## src/rtl/hpc_cmd_pkg.sv

```systemverilog
package hpc_cmd_pkg;
  typedef struct packed {
    logic bad_mode;
    logic bad_cmd;
    logic sw_open;
  } hpc_err_t;

  localparam logic [1:0] FLD_KEEP = 2'd0;
  localparam logic [1:0] FLD_OFF  = 2'd3;
  localparam logic [3:0] MODE_MAX = 4'd13;
endpackage

```

## src/rtl/hpc_cmd_decode.sv

```systemverilog
module hpc_cmd_decode
  import hpc_cmd_pkg::*;
#(
  parameter int NUM_SLOTS = 4
) (
  input  logic [15:0]          word_i,
  input  logic                 lvl2_i,
  input  logic [NUM_SLOTS-1:0] latch_open_i,
  output logic [NUM_SLOTS-1:0] slot_mask_o,
  output logic [1:0]           st_o,
  output logic [1:0]           pi_o,
  output logic [1:0]           ai_o,
  output logic                 bus_we_o,
  output logic [3:0]           bus_mode_o,
  output hpc_err_t             err_o
);
  localparam int IDX_W = (NUM_SLOTS > 1) ? $clog2(NUM_SLOTS) : 1;

  logic [7:0]       code;
  logic [7:0]       tgt;
  logic             tgt_ok;
  logic [IDX_W-1:0] tgt_idx;
  logic             pwr_req;

  assign code    = word_i[7:0];
  assign tgt     = word_i[15:8];
  assign tgt_ok  = 32'(tgt) < NUM_SLOTS;
  assign tgt_idx = tgt[IDX_W-1:0];
  assign pwr_req = (code[1:0] == 2'd1) || (code[1:0] == 2'd2);

  always_comb begin
    slot_mask_o = '0;
    st_o        = FLD_KEEP;
    pi_o        = FLD_KEEP;
    ai_o        = FLD_KEEP;
    bus_we_o    = 1'b0;
    bus_mode_o  = 4'd0;
    err_o       = '0;
    if (code[7:6] == 2'b00) begin
      if (!tgt_ok) err_o.bad_cmd = 1'b1;
      else if (pwr_req && latch_open_i[tgt_idx]) err_o.sw_open = 1'b1;
      else begin
        slot_mask_o[tgt_idx] = 1'b1;
        st_o = code[1:0];
        pi_o = code[3:2];
        ai_o = code[5:4];
      end
    end else if (code >= 8'h40 && code <= 8'h44) begin
      bus_we_o   = 1'b1;
      bus_mode_o = {1'b0, code[2:0]};
    end else if (code >= 8'h45 && code <= 8'h47) begin
      err_o.bad_mode = 1'b1;
    end else if (code == 8'h48 || code == 8'h49) begin
      if (|latch_open_i) err_o.sw_open = 1'b1;
      else begin
        slot_mask_o = '1;
        st_o = code[0] ? 2'd2 : 2'd1;
      end
    end else if (code[7:4] == 4'h5) begin
      if (lvl2_i && code[3:0] <= MODE_MAX) begin
        bus_we_o   = 1'b1;
        bus_mode_o = code[3:0];
      end else err_o.bad_mode = 1'b1;
    end else begin
      err_o.bad_cmd = 1'b1;
    end
  end
endmodule

```

## src/rtl/hpc_busy_timer.sv

```systemverilog
module hpc_busy_timer #(
  parameter int BUSY_CYCLES = 16
) (
  input  logic clk_i,
  input  logic rst_ni,
  input  logic start_i,
  output logic busy_o,
  output logic done_o
);
  localparam int CNT_W = $clog2(BUSY_CYCLES + 1);
  localparam logic [CNT_W-1:0] LOAD = CNT_W'(BUSY_CYCLES - 1);

  logic [CNT_W-1:0] cnt_q;
  logic             busy_q;

  assign busy_o = busy_q;
  assign done_o = busy_q && (cnt_q == '0);

  always_ff @(posedge clk_i or negedge rst_ni) begin
    if (!rst_ni) begin
      busy_q <= 1'b0;
      cnt_q  <= '0;
    end else if (start_i && !busy_q) begin
      busy_q <= 1'b1;
      cnt_q  <= LOAD;
    end else if (done_o) begin
      busy_q <= 1'b0;
    end else if (busy_q) begin
      cnt_q <= cnt_q - 1'b1;
    end
  end

  p_start_idle_r9: assert property (@(posedge clk_i) disable iff (!rst_ni)
    (start_i && !busy_q) |=> busy_q);
endmodule

```

## src/rtl/hpc_slot_bank.sv

```systemverilog
module hpc_slot_bank
  import hpc_cmd_pkg::*;
#(
  parameter int NUM_SLOTS = 4
) (
  input  logic                   clk_i,
  input  logic                   rst_ni,
  input  logic                   we_i,
  input  logic [NUM_SLOTS-1:0]   mask_i,
  input  logic [1:0]             st_i,
  input  logic [1:0]             pi_i,
  input  logic [1:0]             ai_i,
  output logic [2*NUM_SLOTS-1:0] st_o,
  output logic [2*NUM_SLOTS-1:0] pi_o,
  output logic [2*NUM_SLOTS-1:0] ai_o
);
  for (genvar g = 0; g < NUM_SLOTS; g++) begin : g_slot
    logic [1:0] st_q, pi_q, ai_q;
    logic       hit;
    assign hit = we_i && mask_i[g];

    always_ff @(posedge clk_i or negedge rst_ni) begin
      if (!rst_ni) begin
        st_q <= FLD_OFF;
        pi_q <= FLD_OFF;
        ai_q <= FLD_OFF;
      end else if (hit) begin
        if (st_i != FLD_KEEP) st_q <= st_i;
        if (pi_i != FLD_KEEP) pi_q <= pi_i;
        if (ai_i != FLD_KEEP) ai_q <= ai_i;
      end
    end

    assign st_o[2*g +: 2] = st_q;
    assign pi_o[2*g +: 2] = pi_q;
    assign ai_o[2*g +: 2] = ai_q;
  end
endmodule

```

## src/rtl/hpc_cmd_engine.sv

```systemverilog
module hpc_cmd_engine
  import hpc_cmd_pkg::*;
#(
  parameter int NUM_SLOTS   = 4,
  parameter int BUSY_CYCLES = 16
) (
  input  logic                   clk_i,
  input  logic                   rst_ni,
  input  logic                   cmd_we_i,
  input  logic [15:0]            cmd_wdata_i,
  input  logic                   prog_lvl2_i,
  input  logic [NUM_SLOTS-1:0]   latch_open_i,
  input  logic                   cc_clr_i,
  output logic [3:0]             status_o,
  output logic                   cc_pending_o,
  output logic [3:0]             bus_mode_o,
  output logic [2*NUM_SLOTS-1:0] slot_state_o,
  output logic [2*NUM_SLOTS-1:0] pwr_ind_o,
  output logic [2*NUM_SLOTS-1:0] attn_ind_o
);
  logic [NUM_SLOTS-1:0] mask;
  logic [1:0]           st, pi, ai;
  logic                 bus_we;
  logic [3:0]           bus_val;
  hpc_err_t             dec_err, err_q;
  logic                 busy, done, accept, cc_q;
  logic [3:0]           mode_q;

  assign accept = cmd_we_i && !busy;

  hpc_cmd_decode #(.NUM_SLOTS(NUM_SLOTS)) u_dec (
    .word_i(cmd_wdata_i), .lvl2_i(prog_lvl2_i), .latch_open_i(latch_open_i),
    .slot_mask_o(mask), .st_o(st), .pi_o(pi), .ai_o(ai),
    .bus_we_o(bus_we), .bus_mode_o(bus_val), .err_o(dec_err)
  );

  hpc_busy_timer #(.BUSY_CYCLES(BUSY_CYCLES)) u_tmr (
    .clk_i(clk_i), .rst_ni(rst_ni), .start_i(accept),
    .busy_o(busy), .done_o(done)
  );

  hpc_slot_bank #(.NUM_SLOTS(NUM_SLOTS)) u_bank (
    .clk_i(clk_i), .rst_ni(rst_ni), .we_i(accept), .mask_i(mask),
    .st_i(st), .pi_i(pi), .ai_i(ai),
    .st_o(slot_state_o), .pi_o(pwr_ind_o), .ai_o(attn_ind_o)
  );

  always_ff @(posedge clk_i or negedge rst_ni) begin
    if (!rst_ni) begin
      err_q  <= '0;
      mode_q <= 4'd0;
      cc_q   <= 1'b0;
    end else begin
      if (accept) err_q <= dec_err;
      if (accept && bus_we) mode_q <= bus_val;
      if (done) cc_q <= 1'b1;          // set beats clear
      else if (cc_clr_i) cc_q <= 1'b0;
    end
  end

  assign status_o     = {err_q, busy};
  assign cc_pending_o = cc_q;
  assign bus_mode_o   = mode_q;

  p_ignore_busy_r9: assert property (@(posedge clk_i) disable iff (!rst_ni)
    (cmd_we_i && status_o[0]) |=> ($stable(slot_state_o) && $stable(pwr_ind_o)
      && $stable(attn_ind_o) && $stable(bus_mode_o) && $stable(status_o[3:1])));
  p_err_onehot_r10: assert property (@(posedge clk_i) disable iff (!rst_ni)
    $onehot0(status_o[3:1]));
  p_sw_hold_r4: assert property (@(posedge clk_i) disable iff (!rst_ni)
    (accept && dec_err.sw_open) |=> ($stable(slot_state_o) && status_o[1]));
  p_cc_on_fall_r11: assert property (@(posedge clk_i) disable iff (!rst_ni)
    $fell(status_o[0]) |-> cc_pending_o);
  p_mode_range_r7: assert property (@(posedge clk_i) disable iff (!rst_ni)
    bus_mode_o <= MODE_MAX);
endmodule

```

## config.mk

```make
export PLATFORM = sky130hd
export DESIGN_NAME = hpc_cmd_engine
export DESIGN_NICKNAME = d
export VERILOG_FILES = /design/src/rtl/hpc_cmd_pkg.sv /design/src/rtl/hpc_cmd_decode.sv /design/src/rtl/hpc_busy_timer.sv /design/src/rtl/hpc_slot_bank.sv /design/src/rtl/hpc_cmd_engine.sv
export SDC_FILE = /design/constraint.sdc
export NUM_CORES = 1
export LEC_CHECK = 0
export ABC_AREA = 1
export BUFFER_PORTS_ARGS = -buffer_cell sky130_fd_sc_hd__buf_2
export CORE_ASPECT_RATIO = 0.8
export CORE_MARGIN = 8
export CORE_UTILIZATION = 55
export CTS_CLUSTER_DIAMETER = 60
export DETAILED_ROUTE_END_ITERATION = 7
export GPL_TIMING_DRIVEN = 0
export PLACE_DENSITY = 0.86
export SYNTH_ARGS = -nofsm -noshare
export SYNTH_HDL_FRONTEND = slang
export SYNTH_SLANG_ARGS = --single-unit
export TNS_END_PERCENT = 20
```

## constraint.sdc

```tcl
create_clock -name clk_i -period 2.8 [get_ports clk_i]
set_input_delay 0 -clock clk_i [delete_from_list [all_inputs] [get_ports clk_i]]
set_output_delay 0 -clock clk_i [all_outputs]
set_load 0.005 [all_outputs]
```

==> results.json <==
{
  "overflow": 0,
  "cap_violations": 0,
  "cp-start-kind": "register",
  "insertion_delay_ns": 0.28,
  "leakagePower_nw": 1.343,
  "cts_max_path_buffers": 2,
  "finalHoldViolations": 0,
  "numPortBuffers": 57,
  "drt_iter0_drc": 124,
  "netlist_instances": 255,
  "wl_um": 4761,
  "netlist_top_cells_area": "dfstp_2 (31%), dfrtp_1 (17%), nand2_1 (16%)",
  "cts_tree": "built",
  "synth_edf_count": 0,
  "skew_ns": 0.002136,
  "numCtsBuffers": 5,
  "synth_nets": 283,
  "ys_warn_count": 0,
  "finalSetupViolations": 0,
  "post-dp-hpwl_um": 3700,
  "ir_drop_mv": 0.5188,
  "area_growth_pct": 22.37,
  "busiest_layer": "met2",
  "cts.sinks": 38,
  "cp.arrival_ns": 1.97,
  "setup_tns_ns": 0,
  "end_kind": "register",
  "criticalPathCategory": "register to register",
  "wire_per_inst_um": 13.08,
  "synth-async-reset-ratio_pct": 100.0,
  "first_global_vias": 1878,
  "ys_ff_latch": 38,
  "tightest_slew_ns": 0.7864,
  "crit_fanout": 7,
  "pre_cts_ws_ns": 1.030,
  "vias_per_cell": 5.228,
  "grt_pass1_wl_um": 8307,
  "synth_top_area_cell": "dfstp_2",
  "synth_top_area_share_pct": 31.40,
  "route.detailed.drc": 0,
  "diodes": 0,
  "period_needed_ns": 1.805,
  "grt_max_degree": 39,
  "grt_util_met1_pct": 20.48,
  "clockRootBuffer": "clkbuf_8",
  "clkTransAtPathRegs_ns": 0.07,
  "status": "finished, final reports clean",
  "ys_seq_area_share_pct": 48.85,
  "power.density_nw_per_um2": 589.4,
  "synthFlopType": "dfstp_2",
  "num_rows": 19,
  "min-delay-path-class": "input pin to register",
  "cp.required_ns": 2.97,
  "fmax_ghz": 0.5540,
  "p_total_mw": 1.448,
  "setup_ws_ns": 0.9949,
  "grt_usage_pct": 16.93,
  "grtUsageMet3_pct": 7.184,
  "netlist-cell-type-count": 24,
  "die_h_um": 70.05,
  "timing.final.crit_share_pct": 64.47,
  "drt_first_pass_iters": 4,
  "antenna_found_initial": 0,
  "maxSlewHeadroom_pct": 47.57,
  "die_area_sq_um": 5853,
  "postSynthAreaPerCell_sq_um": 7.875,
  "final_antenna_net_count": 0,
  "fp.coreArea_sq_um": 3471,
  "drive_gt1_share_pct": 35.71,
  "via_count": 1903,
  "layout_common_cells": "nand2_1 (86), buf_2 (57), nand3_1 (38)",
  "syn_area_sq_um": 2008,
  "die_w_um": 83.56,
  "h-tree-depth": 2,
  "slew_violations": 0,
  "ios": 58,
  "use_met2_pct": 27.07,
  "final_common_cell": "nand2_1",
  "nNetsFinal": 349,
  "start_util_pct": 57.86,
  "gp_congestion": 0.8509,
  "rsz0062_at_grt": "false"
}
## worst paths after layout
check | start | endpoint | slack [ns] | depth (start not counted)
max | u_tmr.cnt_q[0]$_DFFE_PN0P_ | u_tmr.cnt_q[1]$_DFFE_PN0P_ | 0.99 | 10
min | cmd_wdata_i[0] | bus_mode_o[0]$_DFFE_PN0P_ | 0.01 | 3
max reg2reg | u_tmr.cnt_q[0]$_DFFE_PN0P_ | u_tmr.cnt_q[1]$_DFFE_PN0P_ | 0.99 | 10
min reg2reg | u_bank.g_slot[2].st_q[0]$_DFFE_PN1P_ | u_bank.g_slot[2].st_q[0]$_DFFE_PN1P_ | 0.46 | 2
max in group asynchronous | rst_ni | status_o[1]$_DFFE_PN0P_ | 1.95 | 2
min in group asynchronous | rst_ni | bus_mode_o[0]$_DFFE_PN0P_ | 0.34 | 2
## stage by stage
step | std cells | cell area (sq um) | hold slack, ns | util (%)
after floorplan | 255 | 2008 | -0.2956 | -
after global routing | 364 | 2457 | 0.02566 | 70.80
after detailed placement | 354 | 2346 | 0.1379 | 67.59
after global placement | 354 | 2346 | 0.1367 | 67.59
after CTS | 364 | 2457 | 0.01158 | 70.80
final | 364 | 2457 | 0.01386 | 70.80
## synthesized netlist by cell type, types with 3 or more instances
cell and number:
dfstp_2 24, nor2_1 13, nor3_1 6, o21ai_0 13, nand2_2 7, dfrtp_1 14, ha_1 3, a21oi_1 3
buf_6 3, nand3_1 38, inv_2 5, nor2_2 6, inv_1 23, nand2_1 86
## critical path, stage by stage (launching register included)
cell,delay [ns]
dfrtp_1,0.39
inv_1,0.08
ha_1,0.14
inv_1,0.05
or2_2,0.28
nor2_1,0.18
nand2_1,0.08
nand2_1,0.19
inv_1,0.08
nor2_1,0.14
a22oi_1,0.08
## logic make-up (layout without fill, tap and decap cells)
| kind of cell | count (synthesis) | in the layout | synth area share, % |
|---|---|---|---|
| AO/OA/AOI/OAI | 21 | 21 | 6.169 |
| adder cells (fa/ha/maj) | 3 | 3 | 1.869 |
| buffers and inverters | 32 | 99 | 7.290 |
| flip-flops | 38 | 38 | 48.85 |
| AND/OR/NAND/NOR | 161 | 161 | 35.83 |
## sequential cells by signal (all words and copies together) (netlist names)
name,cells
u_tmr.busy_o,1
bus_mode_o,4
cc_pending_o,1
u_bank.g_slot.pi_q,8
u_bank.g_slot.st_q,8
u_bank.g_slot.ai_q,8
u_tmr.cnt_q,5
status_o,3
## layout make-up
type                            instances  area, sq um
Clock inverter                          1        5.005
Clock buffer                            7        86.33
Fill cell                             303         1013
Timing Repair Buffer                   59        305.3
Multi-Input combinational cell        185        880.8
Tap cell                               42        52.55
Buffer                                  4        41.29
Inverter                               28        105.1
Sequential cell                        38        980.9
## power breakdown
group	internal, mW	total [mW]	switching [mW]
Sequential	0.635	0.684	0.0489
Combinational	0.156	0.383	0.227
Clock	0.199	0.382	0.183
## routing by layer
layer | wire length [um] | vias to the layer above
met5 | 0 | -
met4 | 53 | 0
met3 | 371 | 7
met2 | 2236 | 55
met1 | 2100 | 898
li1 | - | 943
## repair_timing
action	in CTS	in global routing
endpoints found under the hold margin	15	0
resized for setup	0	0
buffers inserted	0	0
hold buffers	2	0
No activity file was read; power rests on OpenSTA's default activity.
